<file path="src/rtl/pinbank_pkg.sv">
// Shared types and address constants for the pin port register bank.
// Assumes byte addressing and word-aligned register slots.
package pinbank_pkg;

    // How a write acts on the selected register.
    typedef enum logic [1:0] {
        ACC_PLAIN = 2'd0,
        ACC_SET   = 2'd1,
        ACC_CLR   = 2'd2,
        ACC_NONE  = 2'd3
    } acc_e;

    // Which register group an address falls in.
    typedef enum logic [1:0] {
        GRP_DRIVE = 2'd0,
        GRP_LEVEL = 2'd1,
        GRP_DIR   = 2'd2,
        GRP_NONE  = 2'd3
    } grp_e;

    localparam int unsigned DRIVE_GROUP_BASE = 32'h0700;
    localparam int unsigned LEVEL_GROUP_BASE = 32'h0900;
    localparam int unsigned DIR_GROUP_BASE   = 32'h0B00;
    localparam int unsigned PORT_STRIDE      = 32'h10;
    localparam int unsigned SET_OFFSET       = 32'h4;
    localparam int unsigned CLR_OFFSET       = 32'h8;

endpackage

</file>
<file path="src/rtl/pinbank_decode.sv">
// Address decoder: maps a byte address onto a register group and an access kind.
// Assumes every group slot of this port starts at group base + PORT_IDX*stride.
module pinbank_decode
    import pinbank_pkg::*;
#(
    parameter int ADDR_W   = 16,
    parameter int PORT_IDX = 1
) (
    input  logic [ADDR_W-1:0] addr,
    output grp_e              grp,
    output acc_e              acc
);
    localparam logic [ADDR_W-1:0] SLOT_DRIVE = ADDR_W'(DRIVE_GROUP_BASE + PORT_IDX * PORT_STRIDE);
    localparam logic [ADDR_W-1:0] SLOT_LEVEL = ADDR_W'(LEVEL_GROUP_BASE + PORT_IDX * PORT_STRIDE);
    localparam logic [ADDR_W-1:0] SLOT_DIR   = ADDR_W'(DIR_GROUP_BASE + PORT_IDX * PORT_STRIDE);

    logic [ADDR_W-1:0] off_drive, off_level, off_dir;

    // Classify an offset inside a slot as base, set alias or clear alias.
    function automatic acc_e kind_of(input logic [ADDR_W-1:0] off);
        if (off == ADDR_W'(0))               return ACC_PLAIN;
        else if (off == ADDR_W'(SET_OFFSET)) return ACC_SET;
        else if (off == ADDR_W'(CLR_OFFSET)) return ACC_CLR;
        else                                 return ACC_NONE;
    endfunction

    assign off_drive = addr - SLOT_DRIVE;
    assign off_level = addr - SLOT_LEVEL;
    assign off_dir   = addr - SLOT_DIR;

    // Pick the group whose slot contains the address.
    always_comb begin
        grp = GRP_NONE;
        acc = ACC_NONE;
        if (kind_of(off_drive) != ACC_NONE) begin
            grp = GRP_DRIVE;
            acc = kind_of(off_drive);
        end else if (kind_of(off_level) != ACC_NONE) begin
            grp = GRP_LEVEL;
            acc = kind_of(off_level);
        end else if (kind_of(off_dir) != ACC_NONE) begin
            grp = GRP_DIR;
            acc = kind_of(off_dir);
        end
    end
endmodule

</file>
<file path="src/rtl/pinbank_reg.sv">
// One writable per-pin register with replace, set-ones and clear-ones writes.
// Assumes at most one write per cycle; reset is synchronous and active low.
module pinbank_reg
    import pinbank_pkg::*;
#(
    parameter int WIDTH = 32
) (
    input  logic             clk,
    input  logic             rst_n,
    input  logic             wr_en,
    input  acc_e             wr_kind,
    input  logic [WIDTH-1:0] wr_data,
    output logic [WIDTH-1:0] q
);
    // Apply the write according to its kind; other cycles hold the value.
    always_ff @(posedge clk) begin
        if (!rst_n) begin
            q <= '0;
        end else if (wr_en) begin
            unique case (wr_kind)
                ACC_PLAIN: q <= wr_data;
                ACC_SET:   q <= q | wr_data;
                ACC_CLR:   q <= q & ~wr_data;
                default:   q <= q;
            endcase
        end
    end
endmodule

</file>
<file path="src/rtl/pinbank_sync.sv">
// Two-flop synchronizer, one chain per pin, for asynchronous pad inputs.
// Assumes each pin is independent; no bus-coherence between bits is given.
module pinbank_sync #(
    parameter int WIDTH = 32
) (
    input  logic             clk,
    input  logic             rst_n,
    input  logic [WIDTH-1:0] async_in,
    output logic [WIDTH-1:0] sync_out
);
    for (genvar b = 0; b < WIDTH; b++) begin : g_bit
        logic meta_q, stable_q;

        // Two stages resolve metastability before the level is read.
        always_ff @(posedge clk) begin
            if (!rst_n) begin
                meta_q   <= 1'b0;
                stable_q <= 1'b0;
            end else begin
                meta_q   <= async_in[b];
                stable_q <= meta_q;
            end
        end

        assign sync_out[b] = stable_q;
    end
endmodule

</file>
<file path="src/rtl/pinbank_port.sv">
// Pin port register bank: drive values, directions and synchronized pin levels
// behind a single-cycle register interface with set/clear aliases.
// Assumes one access per cycle and reads that complete combinationally.
module pinbank_port
    import pinbank_pkg::*;
#(
    parameter int PIN_COUNT = 32,
    parameter int ADDR_W    = 16,
    parameter int PORT_IDX  = 1
) (
    input  logic                 clk,
    input  logic                 rst_n,
    input  logic [ADDR_W-1:0]    bus_addr,
    input  logic [PIN_COUNT-1:0] bus_wdata,
    input  logic                 bus_we,
    output logic [PIN_COUNT-1:0] bus_rdata,
    input  logic [PIN_COUNT-1:0] pin_in,
    output logic [PIN_COUNT-1:0] pin_out,
    output logic [PIN_COUNT-1:0] pin_oe
);
    grp_e                 sel_grp;
    acc_e                 sel_acc;
    logic [PIN_COUNT-1:0] drive_q, dir_q, level_s;

    pinbank_decode #(.ADDR_W(ADDR_W), .PORT_IDX(PORT_IDX)) u_dec (
        .addr (bus_addr),
        .grp  (sel_grp),
        .acc  (sel_acc)
    );

    pinbank_reg #(.WIDTH(PIN_COUNT)) u_drive (
        .clk     (clk),
        .rst_n   (rst_n),
        .wr_en   (bus_we && sel_grp == GRP_DRIVE),
        .wr_kind (sel_acc),
        .wr_data (bus_wdata),
        .q       (drive_q)
    );

    pinbank_reg #(.WIDTH(PIN_COUNT)) u_dir (
        .clk     (clk),
        .rst_n   (rst_n),
        .wr_en   (bus_we && sel_grp == GRP_DIR),
        .wr_kind (sel_acc),
        .wr_data (bus_wdata),
        .q       (dir_q)
    );

    pinbank_sync #(.WIDTH(PIN_COUNT)) u_sync (
        .clk      (clk),
        .rst_n    (rst_n),
        .async_in (pin_in),
        .sync_out (level_s)
    );

    // Return the addressed view; unmapped addresses read as zero.
    always_comb begin
        unique case (sel_grp)
            GRP_DRIVE: bus_rdata = drive_q;
            GRP_LEVEL: bus_rdata = level_s;
            GRP_DIR:   bus_rdata = dir_q;
            default:   bus_rdata = '0;
        endcase
    end

    assign pin_out = drive_q;
    assign pin_oe  = dir_q;
endmodule

</file>
<file path="config.mk">
export PLATFORM = sky130hd
export DESIGN_NAME = pinbank_port
export DESIGN_NICKNAME = d
export VERILOG_FILES = /design/src/rtl/pinbank_pkg.sv /design/src/rtl/pinbank_decode.sv /design/src/rtl/pinbank_reg.sv /design/src/rtl/pinbank_sync.sv /design/src/rtl/pinbank_port.sv
export SDC_FILE = /design/constraint.sdc
export NUM_CORES = 1
export LEC_CHECK = 0
export BUFFER_PORTS_ARGS = -buffer_cell sky130_fd_sc_hd__buf_2
export CORE_MARGIN = 10
export CORE_UTILIZATION = 35
export CTS_CLUSTER_SIZE = 8
export DETAILED_ROUTE_END_ITERATION = 8
export GPL_ROUTABILITY_DRIVEN = 0
export SLEW_MARGIN = 20
export SYNTH_ARGS = -nofsm -noshare
export SYNTH_HDL_FRONTEND = slang
export SYNTH_HIERARCHICAL = 1
export SYNTH_SLANG_ARGS = --single-unit
</file>
<file path="constraint.sdc">
create_clock -name clk -period 2.28 [get_ports clk]
set_input_delay 0.114 -clock clk [delete_from_list [all_inputs] [get_ports clk]]
set_output_delay 0.114 -clock clk [all_outputs]
set_load 0.01 [all_outputs]
</file>
==> flow_summary_export.csv <==
group,metric,value,unit
hold_path,hp-class,"in -> reg",
yosys,synthMuxAreaShare,4.45,%
route,routed_wl,22.7,mm
sta,finClkSkew,0.00763,ns
yosys,synth_adder_area_share,1.04,%
power_and_ir_drop,switchingPower,1.21,mW
global_routing,gr-total-overflow,0,
sta,tightest_slew,0.932,ns
route,firstDrtPassIters,6,
route,drc_errors,0,
sta,setup_viol,0,
job,timing.max_cap.violations,0,
clocking,cts_sinks,128,
layout,drive_gt1_share,60.8,%
yosys,synth_compound_area_share,32.9,%
power_and_ir_drop,total_power,5.29,mW
worst_setup_path,cp_max_fo,8,
yosys,synth_top_family_by_area,"compound AO/OA/AOI/OAI gates",
yosys,yosys_most_used_dff,"dfxtp_1",
worst_setup_path,critical_path_class,"in -> out",
hold_path,holdPathStages,3,
floorplan,die_h,163,um
global_routing,grt_pass1_vias,5734,
clocking,path_clk_slew,0.06,ns
sta,period_share,99.6,%
power_and_ir_drop,power_frac_clock,49.0,%
yosys,ys_seq_elements,128,
placed_design,io_buffer_count,178,
global_routing,grt_max_degree,65,
floorplan,ios,179,
worst_setup_path,reg2regPathDepth,2,
yosys,synth_area,7200,um^2
sta,timing.fmax,0.440,GHz
yosys,synth_top_area_share,35.6,%
global_routing,grt_pass1_wl,31.6,mm
yosys,synth_most_common_cell,"dfxtp_1",
power_and_ir_drop,p_per_area,515,nW/um^2
clocking,clock_latency,0.41,ns
yosys,synth.yosys.seq_area_share,35.6,%
layout,syn2layout_area_growth,42.6,%
layout,final_core_util,50.7,%
yosys,yosys.area.top_type,"dfxtp_1",
layout,diodes,0,
yosys,synth_nets,736,
yosys,synthTopCellsByArea,"dfxtp_1 36%, a211oi_2 11%, o22ai_2 10%, and2_2 6.7%, and2b_1 6.0%",
power_and_ir_drop,vdd_drop_max,455,uV
power_and_ir_drop,p_comb_share,7.4,%
yosys,synth_edf_count,0,
global_routing,track_usage,14.9,%
worst_setup_path,worstPathArrival,2.16,ns
route,drt_iter0_drc,284,
layout,seqCellArea,2560,um^2
floorplan,rows,52,
worst_setup_path,crit_required,2.17,ns
route,vias,5776,
yosys,netlist_top_cells_count,"128 x dfxtp_1, 66 x a21oi_1, 64 x and2_2",
power_and_ir_drop,internal_power,4.07,mW
sta,grt_setup_unrepaired,"true",
outcome,status,"complete, no violations",
sta,period_needed,2.27,ns
sta,finalMaxSlewViolations,0,
clocking,cts-htree-levels,4,
power_and_ir_drop,power.leakage,4.47,nW
floorplan,coreArea,20200,um^2
sta,slew_headroom,37.8,%
sta,whs,0.0752,ns
placed_design,hpwl,14.4,mm
sta,hold_viol,0,
floorplan,fp.dieW,163,um
yosys,synth_xor_xnor_area_share,0.122,%
route,wire_per_inst,19.5,um
route,postRouteAntennaNets,0,
yosys,syn_inst,647,
layout,nFillCells,1830,
yosys,netlist-cell-type-count,39,
yosys,synth.avg_cell_area,11.1,um^2
worst_setup_path,crit_path_end_kind,"output port",
layout,multi_input_comb_area,4230,um^2
global_routing,antenna_found_initial,0,
layout,layout.nets,972,
power_and_ir_drop,p_sw_share,22.9,%
clocking,cts_tree,"done",
clocking,cts_buffer_depth,2,
power_and_ir_drop,seq_power_share,43.6,%
clocking,cts_made_buffers,17,
yosys,async_reset_ff_share,0,%
floorplan,die_area,26700,um^2
route,via_per_inst,4.96,
yosys,yosys.area_share.simple,15.2,%
yosys,synth-warning-count,6,
worst_setup_path,startpoint_type,"input port",
worst_setup_path,ff2ff_setup_slack,1.50,ns
sta,timing.final.ws_setup,0.00806,ns
clocking,clockRootBuffer,"clkbuf_16",
floorplan,initial_core_util,35.6,%
placed_design,preCtsSetupSlack,-0.263,ns
[state kept, by name, summed over array words and instances, names as in the netlist]
name / cells
u_dir/q: 32
u_drive/q: 32
u_sync/g_bit.meta_q: 32
u_sync/g_bit.stable_q: 32
[per-stage QoR]
stage / instance area, um^2 / setup TNS, ns / instances
2_1_floorplan: 7200 / 0 / 647
3_3_place_gp: 8280 / -13.98 / 1054
3_5_place_dp: 8280 / -15.94 / 1054
4_1_cts: 9290 / 0 / 1122
5_1_grt: 10300 / -0.454 / 1165
6_report: 10300 / 0 / 1165
[per-layer routing]
layer  share of wire (%)  routed length (um)  up-vias  GRT usage [%]
li1                    -                   -     2803              -
met1                  44                9920     2787           18.1
met2                  48               10900      156           24.2
met3                 6.2                1400       30           4.88
met4                 1.9                 442        0           5.08
met5                   0                   0        -              0
[final timing paths]
| kind | to | start |
|---|---|---|
| hold / removal | u_drive/q[21] | bus_wdata[21] |
| hold reg to reg | u_sync/g_bit[8].stable_q | u_sync/g_bit[8].meta_q |
| setup / recovery | bus_rdata[23] | bus_addr[7] |
| setup reg to reg | u_dir/q[20] | u_dir/q[20] |
[worst max-delay path, stage by stage]
cell and delay, ns:
buf_4 0.13, o41ai_4 0.37, buf_4 0.18, a21oi_2 0.04, o211ai_1 0.32, buf_4 0.19, buf_12 0.14, buf_12 0.15
mux2i_2 0.26, o2bb2ai_1 0.11, buf_2 0.15
[power groups by stage]
stage	registers, mW	logic (mW)	clock network [mW]
3_5_place_dp	2.35	0.316	0
2_1_floorplan	2.35	0.203	0
5_1_grt	2.31	0.423	2.75
3_3_place_gp	2.35	0.310	0
4_1_cts	2.30	0.361	2.65
6_report	2.30	0.392	2.59
[cell type report]
class | instances | area share, %
Multi-Input combinational cell | 418 | 41.2
Sequential cell | 128 | 25.0
Timing Repair Buffer | 307 | 24.6
Clock buffer | 22 | 4.62
Tap cell | 270 | 3.29
Clock inverter | 9 | 0.829
Inverter | 11 | 0.475
[cell usage in the layout, fill, tap and decap left out, types with 2 or more instances in the layout]
cell type      count
buf_2            177
dfxtp_1          128
a21oi_1           65
and2_2            64
a211oi_2          62
and2b_1           58
buf_4             54
o22ai_2           40
clkbuf_16         32
dlygate4sd3_1     32
mux2i_1           23
o22ai_4           23
o2bb2ai_2         22
buf_12            21
o2bb2ai_1         10
inv_1              7
buf_6              6
nor2b_1            6
mux2i_4            5
mux2i_2            4
o211ai_1           4
nor2b_4            3
clkinvlp_4         3
clkbuf_8           3
clkinv_2           3
inv_2              3
ha_1               3
nor3b_1            2
clkbuf_1           2
clkinv_4           2
buf_16             2
nor3_1             2
a211oi_1           2
or2_4              2
ha_4               2
[timing repair]
action | 4_1_cts | 5_1_grt
gates cloned | 1 | 17
endpoints found under the setup margin | 31 | 96
hold buffers | 32 | 0
gates resized for setup | 15 | 52
setup buffers | 5 | 27
endpoints found under the hold margin | 32 | 0
pin swaps | 3 | 50
[kinds of logic (layout without fill, tap and decap cells)]
kind of cell / Yosys count / count (layout)
AOI/OAI and AO/OA: 232 / 232
xor gates and xnor gates: 1 / 1
adders and majority gates: 6 / 6
buffers and inverters: 101 / 349
DFF: 128 / 128
muxes: 32 / 32
and+or+nand+nor: 147 / 147
Note: power is estimated with default switching activity, not from simulation.
